File: config.mk
export PLATFORM = sky130hd
export DESIGN_NAME = uart9_rx
export DESIGN_NICKNAME = d
export VERILOG_FILES = /design/src/rtl/uart9_pkg.sv /design/src/rtl/uart9_sync.sv /design/src/rtl/uart9_bit_timer.sv /design/src/rtl/uart9_frame.sv /design/src/rtl/uart9_rx.sv
export SDC_FILE = /design/constraint.sdc
export NUM_CORES = 1
export LEC_CHECK = 0
export BUFFER_PORTS_ARGS = -buffer_cell sky130_fd_sc_hd__buf_2
export CAP_MARGIN = 20
export CORE_MARGIN = 2
export CORE_UTILIZATION = 35
export DETAILED_ROUTE_END_ITERATION = 16
export GPL_TIMING_DRIVEN = 0
export PLACE_DENSITY = 0.53
export SLEW_MARGIN = 5
export SYNTH_ARGS = -nofsm -noshare
export SYNTH_HDL_FRONTEND = slang
export SYNTH_SLANG_ARGS = --single-unit
File: constraint.sdc
create_clock -name clk -period 1.99 [get_ports clk]
set_input_delay 0.199 -clock clk [delete_from_list [all_inputs] [get_ports clk]]
set_output_delay 0.199 -clock clk [all_outputs]
set_load 0.005 [all_outputs]
File: src/rtl/uart9_pkg.sv
package uart9_pkg;
  typedef enum logic [2:0] {
    ST_IDLE,
    ST_START,
    ST_DATA,
    ST_NINTH,
    ST_STOP
  } rx_state_t;
endpackage

File: src/rtl/uart9_sync.sv
module uart9_sync #(
  parameter int STAGES = 2
) (
  input  logic clk,
  input  logic rst,
  input  logic din,
  output logic dout
);
  logic [STAGES-1:0] chain;

  always_ff @(posedge clk) begin
    if (rst) chain <= '1;
    else     chain <= {chain[STAGES-2:0], din};
  end

  assign dout = chain[STAGES-1];
endmodule

File: src/rtl/uart9_bit_timer.sv
module uart9_bit_timer #(
  parameter int OVERSAMPLE = 16
) (
  input  logic clk,
  input  logic rst,
  input  logic tick,
  input  logic restart,
  input  logic din,
  output logic decide,
  output logic bit_end,
  output logic vote
);
  localparam int CW  = $clog2(OVERSAMPLE);
  localparam int MID = OVERSAMPLE / 2;
  localparam logic [CW-1:0] C_FIRST = CW'(MID - 1);
  localparam logic [CW-1:0] C_SECOND = CW'(MID);
  localparam logic [CW-1:0] C_THIRD = CW'(MID + 1);
  localparam logic [CW-1:0] C_LAST = CW'(OVERSAMPLE - 1);

  logic [CW-1:0] cnt;
  logic          samp_a, samp_b;

  always_ff @(posedge clk) begin
    if (rst) begin
      cnt    <= '0;
      samp_a <= 1'b1;
      samp_b <= 1'b1;
    end else if (restart) begin
      cnt <= '0;
    end else if (tick) begin
      cnt <= (cnt == C_LAST) ? '0 : cnt + 1'b1;
      if (cnt == C_FIRST)  samp_a <= din;
      if (cnt == C_SECOND) samp_b <= din;
    end
  end

  assign decide  = tick && !restart && (cnt == C_THIRD);
  assign bit_end = tick && !restart && (cnt == C_LAST);
  assign vote    = (samp_a & samp_b) | (samp_a & din) | (samp_b & din);
endmodule

File: src/rtl/uart9_frame.sv
module uart9_frame
  import uart9_pkg::*;
#(
  parameter int DATA_W = 8
) (
  input  logic              clk,
  input  logic              rst,
  input  logic              tick,
  input  logic              rxd_s,
  input  logic              frame_nine,
  input  logic              addr_only,
  input  logic              clr_irq,
  input  logic              clr_ferr,
  input  logic              decide,
  input  logic              bit_end,
  input  logic              vote,
  output logic              restart,
  output logic [DATA_W-1:0] rx_byte,
  output logic              rx_bit9,
  output logic              rx_irq,
  output logic              rx_ferr
);
  localparam int IW = (DATA_W > 1) ? $clog2(DATA_W) : 1;
  localparam logic [IW-1:0] LAST_IDX = IW'(DATA_W - 1);

  rx_state_t         state;
  logic [IW-1:0]     idx;
  logic [DATA_W-1:0] shreg;
  logic              ninth;
  logic              flag_bit;
  logic              accept;

  assign restart  = (state == ST_IDLE) && tick && !rxd_s;
  assign flag_bit = frame_nine ? ninth : vote;
  assign accept   = !addr_only || flag_bit;

  always_ff @(posedge clk) begin
    if (rst) begin
      state   <= ST_IDLE;
      idx     <= '0;
      shreg   <= '0;
      ninth   <= 1'b0;
      rx_byte <= '0;
      rx_bit9 <= 1'b0;
      rx_irq  <= 1'b0;
      rx_ferr <= 1'b0;
    end else begin
      if (clr_irq)  rx_irq  <= 1'b0;
      if (clr_ferr) rx_ferr <= 1'b0;
      case (state)
        ST_IDLE: begin
          if (restart) state <= ST_START;
        end
        ST_START: begin
          if (decide && vote) begin
            state <= ST_IDLE;
          end else if (bit_end) begin
            state <= ST_DATA;
            idx   <= '0;
          end
        end
        ST_DATA: begin
          if (decide) shreg <= {vote, shreg[DATA_W-1:1]};
          if (bit_end) begin
            if (idx == LAST_IDX) state <= frame_nine ? ST_NINTH : ST_STOP;
            else                 idx   <= idx + 1'b1;
          end
        end
        ST_NINTH: begin
          if (decide)  ninth <= vote;
          if (bit_end) state <= ST_STOP;
        end
        ST_STOP: begin
          if (decide) begin
            if (!vote) rx_ferr <= 1'b1;
            if (accept) begin
              rx_byte <= shreg;
              rx_bit9 <= flag_bit;
              rx_irq  <= 1'b1;
            end
            state <= ST_IDLE;
          end
        end
        default: state <= ST_IDLE;
      endcase
    end
  end

  assert_ferr_sticky_R6: assert property (@(posedge clk) disable iff (rst)
    (rx_ferr && !clr_ferr) |=> rx_ferr);

  assert_ferr_at_stop_R5: assert property (@(posedge clk) disable iff (rst)
    $rose(rx_ferr) |-> ($past(state) == ST_STOP));

  assert_addr_filter_R7: assert property (@(posedge clk) disable iff (rst)
    $rose(rx_irq) |-> (!$past(addr_only) || !$past(frame_nine) || rx_bit9));

  assert_hold_outside_stop_R9: assert property (@(posedge clk) disable iff (rst)
    (state != ST_STOP) |=> ($stable(rx_byte) && $stable(rx_bit9)));

  assert_start_abort_R10: assert property (@(posedge clk) disable iff (rst)
    (state == ST_START && decide && vote) |=> (state == ST_IDLE));

  assert_irq_hold_R12: assert property (@(posedge clk) disable iff (rst)
    (rx_irq && !clr_irq) |=> rx_irq);
endmodule

File: src/rtl/uart9_rx.sv
module uart9_rx #(
  parameter int OVERSAMPLE  = 16,
  parameter int DATA_W      = 8,
  parameter int SYNC_STAGES = 2
) (
  input  logic              clk,
  input  logic              rst,
  input  logic              rxd,
  input  logic              frame_nine,
  input  logic              addr_only,
  input  logic              baud_tick,
  input  logic              clr_irq,
  input  logic              clr_ferr,
  output logic [DATA_W-1:0] rx_byte,
  output logic              rx_bit9,
  output logic              rx_irq,
  output logic              rx_ferr
);
  logic rxd_s;
  logic restart, decide, bit_end, vote;

  uart9_sync #(.STAGES(SYNC_STAGES)) u_sync (
    .clk (clk),
    .rst (rst),
    .din (rxd),
    .dout(rxd_s)
  );

  uart9_bit_timer #(.OVERSAMPLE(OVERSAMPLE)) u_timer (
    .clk    (clk),
    .rst    (rst),
    .tick   (baud_tick),
    .restart(restart),
    .din    (rxd_s),
    .decide (decide),
    .bit_end(bit_end),
    .vote   (vote)
  );

  uart9_frame #(.DATA_W(DATA_W)) u_frame (
    .clk       (clk),
    .rst       (rst),
    .tick      (baud_tick),
    .rxd_s     (rxd_s),
    .frame_nine(frame_nine),
    .addr_only (addr_only),
    .clr_irq   (clr_irq),
    .clr_ferr  (clr_ferr),
    .decide    (decide),
    .bit_end   (bit_end),
    .vote      (vote),
    .restart   (restart),
    .rx_byte   (rx_byte),
    .rx_bit9   (rx_bit9),
    .rx_irq    (rx_irq),
    .rx_ferr   (rx_ferr)
  );
endmodule

# Word-level counts from Yosys, hierarchy flattened
# Index checks and enable logic that the tools add are counted.
[totals] reg_bits=34 in_bits=8
[classes] n_bitwise=6 muxes=24 reduce_logical=20 n_eq_ne=18 n_addsub=2
[op_table] op="$mux 3" count=12
[op_table] op="$pmux 3 s5" count=1
[op_table] op="$eq 4x4->1 const B" count=3
[op_table] op="$ne 2x2->1 const B" count=6
[op_table] op="$mux 1" count=9
[op_table] op="$reduce_and 3->1" count=3
[op_table] op="$eq 3x2->1 const B" count=2
[op_table] op="$eq 3x3->1 const B" count=2
[op_table] op="$logic_and 1x1->1" count=6
[op_table] op="$pmux 3 s2" count=1
[op_table] op="$reduce_and 6->1" count=1
[op_table] op="$reduce_and 5->1" count=1
[op_table] op="$add 4x1->4 const B" count=1
[op_table] op="$eq 4x3->1 const B" count=1
[op_table] op="$mux 4" count=1
[op_table] op="$ne 2x1->1 const B" count=2
[op_table] op="$reduce_and 2->1" count=2
[op_table] op="$add 3x1->3 const B" count=1
[op_table] op="$and 1x1->1" count=3
[op_table] op="$eq 3x1->1 const B" count=1
[op_table] op="$logic_not 1->1" count=3
[op_table] op="$logic_not 3->1" count=1
[op_table] op="$ne 3x2->1 const B" count=1
[op_table] op="$or 1x1->1" count=2
[op_table] op="4 further kinds" count=4

# Logic depth before layout (Yosys ltp)
# Gate-level depths: netlist of run 1.
[depth] depth_word=9 ltp_mapped=9 mapped_depth_nobuf=7

# Cells and area by module
# Synthesis of run 1 repeated with hierarchy kept, for this count alone.
[hier_totals] cells_unflattened=161 hier_area_um2=1536.5
[modules_own_cells] mod="uart9_frame" cells_each=121 n_inst=1 seq_area_each_um2=520.5 area_per_inst_um2=1153.6
[modules_own_cells] mod="uart9_bit_timer" cells_each=36 n_inst=1 seq_area_each_um2=120.1 area_per_inst_um2=330.3
[modules_own_cells] mod="uart9_sync" cells_each=4 n_inst=1 seq_area_each_um2=40.0 area_per_inst_um2=52.6

# Least setup slack after synthesis of run 1
# Ideal clock, no wire load.
[synth_path] path_type="register -> register" from="register u_timer.cnt[1]" to="register u_frame.idx[0]" setup_time_ps=70 t_arrival_ps=1732 path_slack_ps=188 period_less_slack_ps=1802 n_path_buf=0 path_stages_with_launch=8 required_time_ps=1920 path_cell_list="dfxtp_1 > inv_1 > ha_1 > and3b_2 > a2111oi_4 > o2111ai_2 > or3_1 > a21oi_1"
[synth_via] elab_chain_cells=5 word_cells_on_any_way=9
[synth_rtl] element="start, declared" line_no="uart9_bit_timer.sv:20" source="logic [CW-1:0] cnt;"
[synth_rtl] element="start signal, assigned" line_no="uart9_bit_timer.sv:31" source="cnt <= (cnt == C_LAST) ? '0 : cnt + 1'b1;"
[synth_rtl] element="$eq 4x4->1" line_no="uart9_bit_timer.sv:37" source="assign decide = tick && !restart && (cnt == C_THIRD);"
[synth_rtl] element="$logic_and 1x1->1" line_no="uart9_bit_timer.sv:37"
[synth_rtl] element="$logic_and 1x1->1" line_no="uart9_frame.sv:55" source="if (decide && vote) begin"
[synth_rtl] element="$ne 2x2->1 (no line)"
[synth_rtl] element="$reduce_and 5->1 (no line) (*)"
[synth_rtl] element="end signal, assigned" line_no="uart9_frame.sv:66" source="else idx <= idx + 1'b1;"
[synth_rtl] element="end, declared" line_no="uart9_frame.sv:27" source="logic [IW-1:0] idx;"
# Every way passes the cells marked *; elsewhere a longest branch is shown, timed or not.
# A chain may end at the register's enable or synchronous reset.

# Final worst setup path of run 1
[layout_path] from="register u_timer.cnt[1]" to="register u_frame.idx[2]"
# The elaborated chain is that of the path after synthesis.

==> results by group, run 1 <==
Worst hold path
  • Worst hold path class: input port to register
  • Launch instance of the worst min-delay path: rxd
  • Worst Hold Depth: 2

Logic synthesis
  • Number of warnings printed during yosys synthesis: 0
  • Most repeated cell in the gate-level netlist after synthesis: dfxtp_1
  • Synthesized area per cell: 9.35 µm²
  • Synth cell count leaders: dfxtp_1 (34), nor2_1 (28), mux2i_1 (20)
  • Net count after synthesis: 183
  • EDFF count, synth: 0
  • Count of different cell masters after synthesis: 43
  • Total of flip-flops plus latches after synthesis: 34
  • Part of the Yosys area used for sequential elements: 42.8%
  • Syn Std Cell Area: 1590 µm²
  • Fraction of registers with async set/reset: 0%
  • Area share of the largest cell type after synthesis: 42.8%
  • Leading register cell type out of synthesis: dfxtp_1
  • Cell types occupying the most area after synthesis: dfxtp_1 (43%), mux2i_1 (13%), nor2_1 (6.6%)
  • Post-Syn Instances: 170
  • Top cell type by total area after synthesis: dfxtp_1

Setup path
  • Kind of cell adding the most delay to the critical path: compound AO/OA/AOI/OAI gates
  • Critical path depth in cells: 7
  • Depth of the most critical reg-to-reg path: 7
  • Max incr delay on CP: 0.44 ns
  • Worst Path Max Fanout: 4
  • Critical-path cell list: inv_2 -> ha_4 -> and3b_2 -> a2111oi_4 -> o2111ai_2 -> or3_4 -> a21oi_2
  • Number of buffer and inverter instances along the worst setup path: 1
  • Arrival time at the worst endpoint: 2.20 ns
  • Required @ worst endpoint: 2.22 ns
  • Path type of the worst setup path: register to register
  • Nature of the critical path endpoint: register
  • Crit. Startpoint: u_timer.cnt[1]
  • CP max stage cell: or3_4
  • Crit path launch type: register
  • Reg2Reg Launch Point: u_timer.cnt[1]

Floorplanning
  • Die boundary width: 71.4 µm
  • Placeable Area: 4350 µm²
  • Initial standard-cell utilization of the core: 36.5%
  • Die Ht: 71.4 µm
  • Area of the die: 5100 µm²
  • Number of rows created at floorplan: 24
  • I/O pin total: 19

Finish
  • Number of cells in the finished layout apart from fillers: 249
  • Final core utilization: 44.3%
  • Final Instance Area: 1930 µm²
  • Number of antenna diodes: 0
  • Area of the multi-input gates: 842 µm²
  • Layout area overhead: 21.4%
  • Fillcell total: 447
  • Total number of nets in the final design: 209
  • Sequential cell area: 682 µm²
  • Layout cells sized above 1: 26.4%

Timing
  • Post-layout worst setup margin: 0.0131 ns
  • Final max-slew violation count: 0
  • Number of failing hold endpoints at the final stage: 0
  • Setup clock skew after layout: 0.00873 ns
  • Least-Margin Pin Slew: 0.558 ns
  • # setup viols final: 0
  • Fmax: 0.506 GHz
  • Normalized max-slew margin: 62.7%
  • Final critical path time including I/O delays and setup: 1.98 ns
  • Ratio of final minimum period to clock period: 99.3%
  • RSZ-0062 raised after global routing: true

Global routing
  • Global-route congestion overflow total: 0
  • Maximum number of pins on one net before global-route repair: 13
  • Tot GR Track Use: 13.7%
  • Number of global-route vias before repair: 1268
  • Global-route wire length before repair: 5.60 mm
  • Number of antenna violations at the first check in global routing: 0

Pwr
  • Sequential group share of total power: 45.1%
  • Combinational share of power: 4.9%
  • Clock share of power: 50.0%
  • Static leakage: 0.757 nW
  • Total power density per cell area: 796 nW/µm²
  • Net switching power: 315 µW
  • Cell-internal power: 1.22 mW
  • Share of total power consumed by net switching: 20.5%
  • Worst-case vdd ir drop: 0.000417 V

Routing
  • Overall routed net length: 3.39 mm
  • Number of vias after detailed routing: 1285
  • Remaining antenna violation count after routing: 0
  • Drt initial violations: 69
  • DR vias/cell: 5.16
  • Count of TritonRoute iterations in the first routing pass: 4
  • DRC viols: 0
  • Average routed wire per standard cell: 13.6 µm

Clock tree
  • Clock tree from TritonCTS: done
  • Cell chosen for the clock root: clkbuf_8
  • CTS clk-pin slew, worst paths: 0.08 ns
  • Worst skew pair latency: 0.29 ns
  • CTS H-Tree Depth: 2
  • CTS Buffer Depth: 2
  • Clock buffer count from CTS: 5
  • Total clock sinks: 34

Place
  • Worst slack after detailed placement: -0.0406 ns
  • Count of port buffers added during placement: 17
  • Number of placed instances, taps included: 239
  • Placement Cell Area: 1740 µm²
  • Final HPWL DP: 2.39 mm
  • Placer's final routability congestion estimate: 0.806

Job
  • Number of maximum-capacitance violations: 0

Outcome
  • Run status: complete, no violations
-- sequential cells by signal (all words and copies together) (netlist names) --
| register | flops |
|---|---|
| u_timer.cnt | 4 |
| u_frame.rx_irq | 1 |
| u_timer.samp_b | 1 |
| u_timer.samp_a | 1 |
| u_frame.rx_byte | 8 |
| u_sync.chain | 2 |
| u_frame.idx | 3 |
| u_frame.state | 3 |
| u_frame.ninth | 1 |
| u_frame.rx_ferr | 1 |
| u_frame.rx_bit9 | 1 |
| u_frame.shreg | 8 |
-- cell type report --
type	instances	share of cell area, %
sequential	34	35.3
buffer	8	3.43
clock buffer	5	3.56
timing repair buffer	20	5.57
clock inverter	3	3.56
tap	52	3.37
inverter	8	1.56
multi-input combinational	119	43.6
-- cells in the final DEF, fill, tap and decap left out, types with 2 or more instances in the layout --
cell,n
dfxtp_1,33
nor2b_1,2
nand2b_1,2
mux2i_1,20
buf_2,18
or4_1,2
bufinv_16,2
buf_4,5
a21oi_1,10
ha_1,4
nand3_1,4
clkbuf_8,7
o21ai_0,3
nor2_1,28
or3_1,2
nand2_1,9
or2_2,3
inv_1,7
clkbuf_1,2
nor3b_1,2
-- routing by layer --
layer | GRT usage [%] | vias up | routed length (µm) | part of all wire [%]
li1 | - | 638 | - | -
met1 | 16.5 | 619 | 1540 | 45
met2 | 22.7 | 23 | 1690 | 50
met3 | 4.36 | 5 | 134 | 3.9
met4 | 5.45 | 0 | 31 | 0.91
met5 | 0 | - | 0 | 0
-- stage by stage --
step                total power [mW]  setup TNS [ns]  hold WS [ns]
global route                    1.60         -0.0971        0.0903
finish                          1.54               0        0.0946
detailed placement             0.777          -0.246         0.383
global placement               0.774               0         0.384
CTS                             1.55               0        0.0847
floorplan                      0.754               0         0.303
-- worst paths after layout --
kind	endpoint	slack, ns
worst min register to register	u_sync.chain[1]	0.41
worst min-delay path	u_sync.chain[0]	0.09
worst max register to register	u_frame.idx[2]	0.01
worst max-delay path	u_frame.idx[2]	0.01
-- cell families after synthesis --
group	count (synthesis)	synth area share [%]
simple gates	65	20.7
flops	34	42.8
compound gates	26	11.9
mux	21	13.3
buf+inv	17	6.14
fa+ha+maj	6	4.64
xor+xnor	1	0.551
-- power groups by stage --
stage          combinational, mW  sequential (mW)  clock (mW)
4_1_cts                   0.0691            0.692       0.793
5_1_grt                   0.0844            0.694       0.821
3_3_place_gp              0.0664            0.707           0
3_5_place_dp              0.0689            0.708           0
2_1_floorplan             0.0480            0.706           0
6_report                  0.0759            0.693       0.769
-- repair_timing --
action	in CTS	in global routing
hold buffers	0	0
buffers inserted	1	2
setup endpoints to repair	11	17
resized for setup	1	9
pin swaps	1	5
(Power assumes the default switching activity.)
==> run 2: changes to the inputs <==
==> constraint.sdc (replaced) <==
create_clock -name clk -period 2.5 [get_ports clk]
set_input_delay 0.25 -clock clk [delete_from_list [all_inputs] [get_ports clk]]
set_output_delay 0.25 -clock clk [all_outputs]
set_load 0.005 [all_outputs]
==> run 2 against run 1 <==
Die area is the same. Worst setup slack better by 0.44 ns. Wire length decreased by 4.4%. Design area down 2.7%. Non-clock buffer count down 2. Total power down 21%. Clock-buffer cell count stayed put. Fmax fell by 3.5%. Critical path depth increased by 2. First-iteration DRC count is 25% higher. Critical path type unchanged. Critical endpoint is now u_frame.rx_byte[5]. Highest routed layer unchanged.
==> results by group, run 2 (synthesis gave the netlist of run 1 again) <==
Floorplanning
  • I/O pin total: 19
  • Initial standard-cell utilization of the core: 36.5%
  • Die boundary width: 71.4 µm
  • Die Ht: 71.4 µm
  • Placeable Area: 4350 µm²
  • Number of rows created at floorplan: 24
  • Area of the die: 5100 µm²

Worst hold path
  • Worst Hold Depth: 2
  • Worst hold path class: input port to register
  • Worst Hold End: u_sync.chain[0]
  • Launch instance of the worst min-delay path: rxd

Finish
  • Most common library cell in the layout ignoring fill and taps: dfxtp_1
  • Number of antenna diodes: 0
  • Largest regs: u_frame.rx_byte x8, u_frame.shreg x8, u_timer.cnt x4
  • Commonest non-fill, non-tap cells in the layout: dfxtp_1 (34), nor2_1 (28), mux2i_1 (20), buf_2 (19), a21oi_1 (11)
  • Total number of nets in the final design: 207
  • Layout cells sized above 1: 21.5%
  • Layout area overhead: 18.1%
  • Fillcell total: 444

Global routing
  • Number of antenna violations at the first check in global routing: 0
  • Met2 usage in global routing: 22.0%
  • Global-route wire length before repair: 5.52 mm
  • GR met3 Demand/Resource: 4.36%
  • Most Used Layer, Global Route: met2
  • Maximum number of pins on one net before global-route repair: 13
  • Met1 usage in global routing: 16.5%
  • Number of global-route vias before repair: 1240
  • Tot GR Track Use: 13.5%
  • Global-route congestion overflow total: 0

Clock tree
  • Total clock sinks: 34
  • Clock tree from TritonCTS: done
  • Setup bufs post-CTS: 0
  • CTS Buffer Depth: 2
  • Cell chosen for the clock root: clkbuf_8
  • CTS clk-pin slew, worst paths: 0.07 ns
  • Worst skew pair latency: 0.29 ns
  • Clock buffer count from CTS: 5
  • Number of hold buffers added after cts: 0
  • CTS H-Tree Depth: 2
  • CTS-repair resized insts: 0

Routing
  • DR vias/cell: 5.04
  • Average routed wire per standard cell: 13.1 µm
  • Count of TritonRoute iterations in the first routing pass: 4
  • Overall routed net length: 3.25 mm
  • Drt initial violations: 86
  • Remaining antenna violation count after routing: 0
  • Number of vias after detailed routing: 1245
  • DRC viols: 0

Pwr
  • Total power density per cell area: 647 nW/µm²
  • Static leakage: 0.739 nW
  • Worst-case vdd ir drop: 0.000330 V

Setup path
  • Path type of the worst setup path: register to register
  • Critical-path cell list: inv_1 -> ha_1 -> and4b_1 -> clkbuf_1 -> nand3_1 -> a21oi_1 -> buf_2 -> mux2i_1 -> nor2_1
  • Reg2Reg Launch Point: u_timer.cnt[1]
  • Register-to-register setup slack: 0.45 ns
  • Max incr delay on CP: 0.34 ns
  • Crit path launch type: register
  • Required @ worst endpoint: 2.66 ns
  • CP max stage cell: dfxtp_1
  • Arrival time at the worst endpoint: 2.21 ns
  • Depth of the most critical reg-to-reg path: 9
  • Worst Path Max Fanout: 9
  • Reg-to-reg critical path endpoint: u_frame.rx_byte[5]
  • Nature of the critical path endpoint: register

Timing
  • Post-layout worst setup margin: 0.452 ns
  • Ratio of final minimum period to clock period: 81.9%
  • Number of failing hold endpoints at the final stage: 0
  • Total negative slack: 0 ns
  • Normalized max-slew margin: 65.8%
  • Final max-slew violation count: 0
  • Final critical path time including I/O delays and setup: 2.05 ns
  • # setup viols final: 0
  • Fmax: 0.488 GHz
  • RSZ-0062 raised after global routing: false
  • Least-Margin Pin Slew: 0.514 ns
  • Setup clock skew after layout: 0.00694 ns

Place
  • Placer's final routability congestion estimate: 0.806
  • Final HPWL DP: 2.39 mm
  • Count of port buffers added during placement: 17
  • Worst slack after detailed placement: 0.469 ns

Outcome
  • Run status: complete, no violations

Job
  • Number of maximum-capacitance violations: 0
==> run 2: layer usage <==
| metal | wire (µm) | vias to the layer above |
|---|---|---|
| li1 | - | 632 |
| met1 | 1510 | 593 |
| met2 | 1580 | 15 |
| met3 | 121 | 5 |
| met4 | 31 | 0 |
| met5 | 0 | - |
==> run 2: final cells by class <==
| class | instances | area (µm²) | share of cell area, % |
|---|---|---|---|
| Clock inverter | 3 | 68.8 | 3.66 |
| Timing Repair Buffer | 17 | 85.1 | 4.53 |
| Buffer | 9 | 67.6 | 3.60 |
| Multi-Input combinational cell | 119 | 812 | 43.2 |
| Tap cell | 52 | 65.1 | 3.46 |
| Inverter | 8 | 30.0 | 1.60 |
| Clock buffer | 5 | 68.8 | 3.66 |
| Sequential cell | 34 | 681 | 36.2 |
==> run 2: worst max-delay path by stage <==
stage | from | to | slack (ns)
2_1_floorplan | u_timer.cnt[1] | u_frame.idx[0] | 0.70
5_1_grt | u_timer.cnt[1] | u_frame.rx_byte[5] | 0.28
6_report | u_timer.cnt[1] | u_frame.rx_byte[5] | 0.45
3_3_place_gp | u_timer.cnt[1] | u_frame.rx_byte[6] | 0.53
3_5_place_dp | u_timer.cnt[1] | u_frame.rx_byte[3] | 0.47
4_1_cts | u_timer.cnt[1] | u_frame.rx_byte[3] | 0.46
==> run 2: critical path: cells and delay by family (launching register included) <==
family	cells	cell delay, ns
simple gates	3	0.42
fa+ha+maj	1	0.17
mux	1	0.23
compound gates	1	0.14
buf+inv	3	0.62
flops	1	0.34
==> run 2: report_power, final <==
group | total, mW | switching [mW] | internal [mW]
sequential | 0.551 | 0.00465 | 0.546
clock | 0.610 | 0.210 | 0.399
combinational | 0.0543 | 0.0312 | 0.0231
==> run 2: stage by stage <==
step	instances	total power [mW]	utilization, %	hold slack (ns)	cell area, µm²
finish	247	1.22	43.1	0.144	1880
global route	247	1.27	43.1	0.141	1880
CTS	247	1.24	43.1	0.136	1880
detailed placement	239	0.618	40.0	0.393	1740
global placement	239	0.616	40.0	0.392	1740
floorplan	170	0.600	-	0.354	1590
==> run 3: changes to the inputs <==
==> constraint.sdc (replaced) <==
create_clock -name clk -period 1.9 [get_ports clk]
set_input_delay 0.19 -clock clk [delete_from_list [all_inputs] [get_ports clk]]
set_output_delay 0.19 -clock clk [all_outputs]
set_load 0.005 [all_outputs]
==> run 3 against run 2 <==
Cell count is 1.6% higher. Register-to-register slack worse by 0.39 ns. Clock skew is 0.0020 ns higher. Sequential share of layout area is 1.4 points lower. Global-route usage is 0.32 points higher. Non-clock buffer count is 4 higher.
==> results by group, run 3 (synthesis gave the netlist of run 1 again) <==
Timing
  • Worst hold slack across all endpoints: 0.0860 ns
  • Normalized max-slew margin: 63.1%
  • Ratio of final minimum period to clock period: 96.9%
  • Final critical path time including I/O delays and setup: 1.84 ns
  • Total negative slack: 0 ns
  • # setup viols final: 0
  • RSZ-0062 raised after global routing: true
  • Fmax: 0.543 GHz
  • Number of failing hold endpoints at the final stage: 0
  • Least-Margin Pin Slew: 0.553 ns
  • Final max-slew violation count: 0
  • Post-layout worst setup margin: 0.0586 ns
  • Setup clock skew after layout: 0.00894 ns

Global routing
  • Number of global-route vias before repair: 1263
  • Global-route wire length before repair: 5.65 mm
  • Number of antenna violations at the first check in global routing: 0
  • Global-route congestion overflow total: 0
  • Tot GR Track Use: 13.8%
  • Maximum number of pins on one net before global-route repair: 13

Clock tree
  • CTS Buffer Depth: 2
  • Cell chosen for the clock root: clkbuf_8
  • CTS H-Tree Depth: 2
  • Number of hold buffers added after cts: 0
  • Worst skew pair latency: 0.29 ns
  • Clock tree from TritonCTS: done
  • Clock buffer count from CTS: 5
  • Total clock sinks: 34
  • CTS clk-pin slew, worst paths: 0.08 ns

Routing
  • DRC viols: 0
  • Number of vias after detailed routing: 1272
  • Count of TritonRoute iterations in the first routing pass: 4
  • Remaining antenna violation count after routing: 0
  • Overall routed net length: 3.32 mm
  • Average routed wire per standard cell: 13.2 µm
  • Drt initial violations: 46
  • DR vias/cell: 5.07

Job
  • Number of maximum-capacitance violations: 0

Setup path
  • Required @ worst endpoint: 2.13 ns
  • CP max stage cell: or3_1
  • Reg-to-reg critical path endpoint: u_frame.idx[2]
  • Number of buffer and inverter instances along the worst setup path: 0
  • Path type of the worst setup path: register to register
  • Crit. Startpoint: u_timer.cnt[0]
  • Depth of the most critical reg-to-reg path: 6
  • Max incr delay on CP: 0.38 ns
  • Reg2Reg Launch Point: u_timer.cnt[0]
  • Critical path depth in cells: 6
  • Arrival time at the worst endpoint: 2.07 ns
  • Worst Path Max Fanout: 4
  • Register-to-register setup slack: 0.06 ns
  • Nature of the critical path endpoint: register
  • Kind of cell adding the most delay to the critical path: compound AO/OA/AOI/OAI gates
  • Critical-path cell list: ha_4 -> and3b_2 -> a2111oi_4 -> o2111ai_2 -> or3_1 -> a21oi_2
  • CP Capture Point: u_frame.idx[2]
  • Crit path launch type: register

Place
  • Placer's final routability congestion estimate: 0.806
  • Number of placed instances, taps included: 239
  • Final HPWL DP: 2.39 mm
  • Count of port buffers added during placement: 17
  • Worst slack after detailed placement: -0.131 ns
  • Placement Cell Area: 1740 µm²

Finish
  • Number of cells in the finished layout apart from fillers: 251
  • Most common library cell in the layout ignoring fill and taps: dfxtp_1
  • Total number of nets in the final design: 211
  • Commonest non-fill, non-tap cells in the layout: dfxtp_1 (33), nor2_1 (28), mux2i_1 (20), buf_2 (18)
  • Layout area overhead: 22.9%
  • Largest regs: u_frame.rx_byte x8, u_frame.shreg x8, u_timer.cnt x4
  • Final core utilization: 44.9%
  • Final Instance Area: 1950 µm²
  • Number of antenna diodes: 0
  • Layout cells sized above 1: 28.1%

Floorplanning
  • Number of rows created at floorplan: 24
  • Die Ht: 71.4 µm
  • Placeable Area: 4350 µm²
  • Area of the die: 5100 µm²
  • Die boundary width: 71.4 µm
  • Initial standard-cell utilization of the core: 36.5%
  • I/O pin total: 19

Worst hold path
  • Launch instance of the worst min-delay path: rxd
  • Worst hold path class: input port to register

Outcome
  • Run status: complete, no violations

Pwr
  • Worst-case vdd ir drop: 0.000432 V
  • Total power density per cell area: 824 nW/µm²
  • Static leakage: 0.764 nW
  • Design Power: 1.61 mW
## run 3: cell count changes in the layout (fill, tap and decap cells not counted), sizes merged
cell / change
clkbuf: -1
buf: +5
## run 3: layer usage
layer	vias to the layer above	share of wire, %	GRT usage [%]
met5	-	0	0
met1	610	47	16.9
met3	5	3.3	4.36
met2	12	49	22.7
met4	0	0.93	5.45
li1	645	-	-
## run 3: final cells by class
| class | count | area, µm² |
|---|---|---|
| Inverter | 8 | 30.0 |
| Multi-Input combinational cell | 119 | 847 |
| Clock buffer | 5 | 68.8 |
| Clock inverter | 3 | 68.8 |
| Fill cell | 446 | 2400 |
| Tap cell | 52 | 65.1 |
| Timing Repair Buffer | 22 | 123 |
| Buffer | 8 | 70.1 |
| Sequential cell | 34 | 682 |
## run 3: how the worst min path moves through the flow
stage,endpoint,cells after the start
floorplan,u_sync.chain[0],1
CTS,u_sync.chain[0],2
global route,u_sync.chain[0],2
detailed placement,u_sync.chain[0],2
finish,u_sync.chain[0],2
global placement,u_sync.chain[0],2
## run 3: timing repair
item | CTS | global route
buffers inserted | 3 | 2
setup endpoints to repair | 11 | 14
pin swaps | 4 | 5
gates resized for setup | 3 | 10
cloned | 0 | 0
## run 3: power by group
group	switching (mW)	internal (mW)	total [mW]
Combinational	0.0454	0.0371	0.0825
Sequential	0.00632	0.719	0.725
Clock	0.277	0.526	0.803
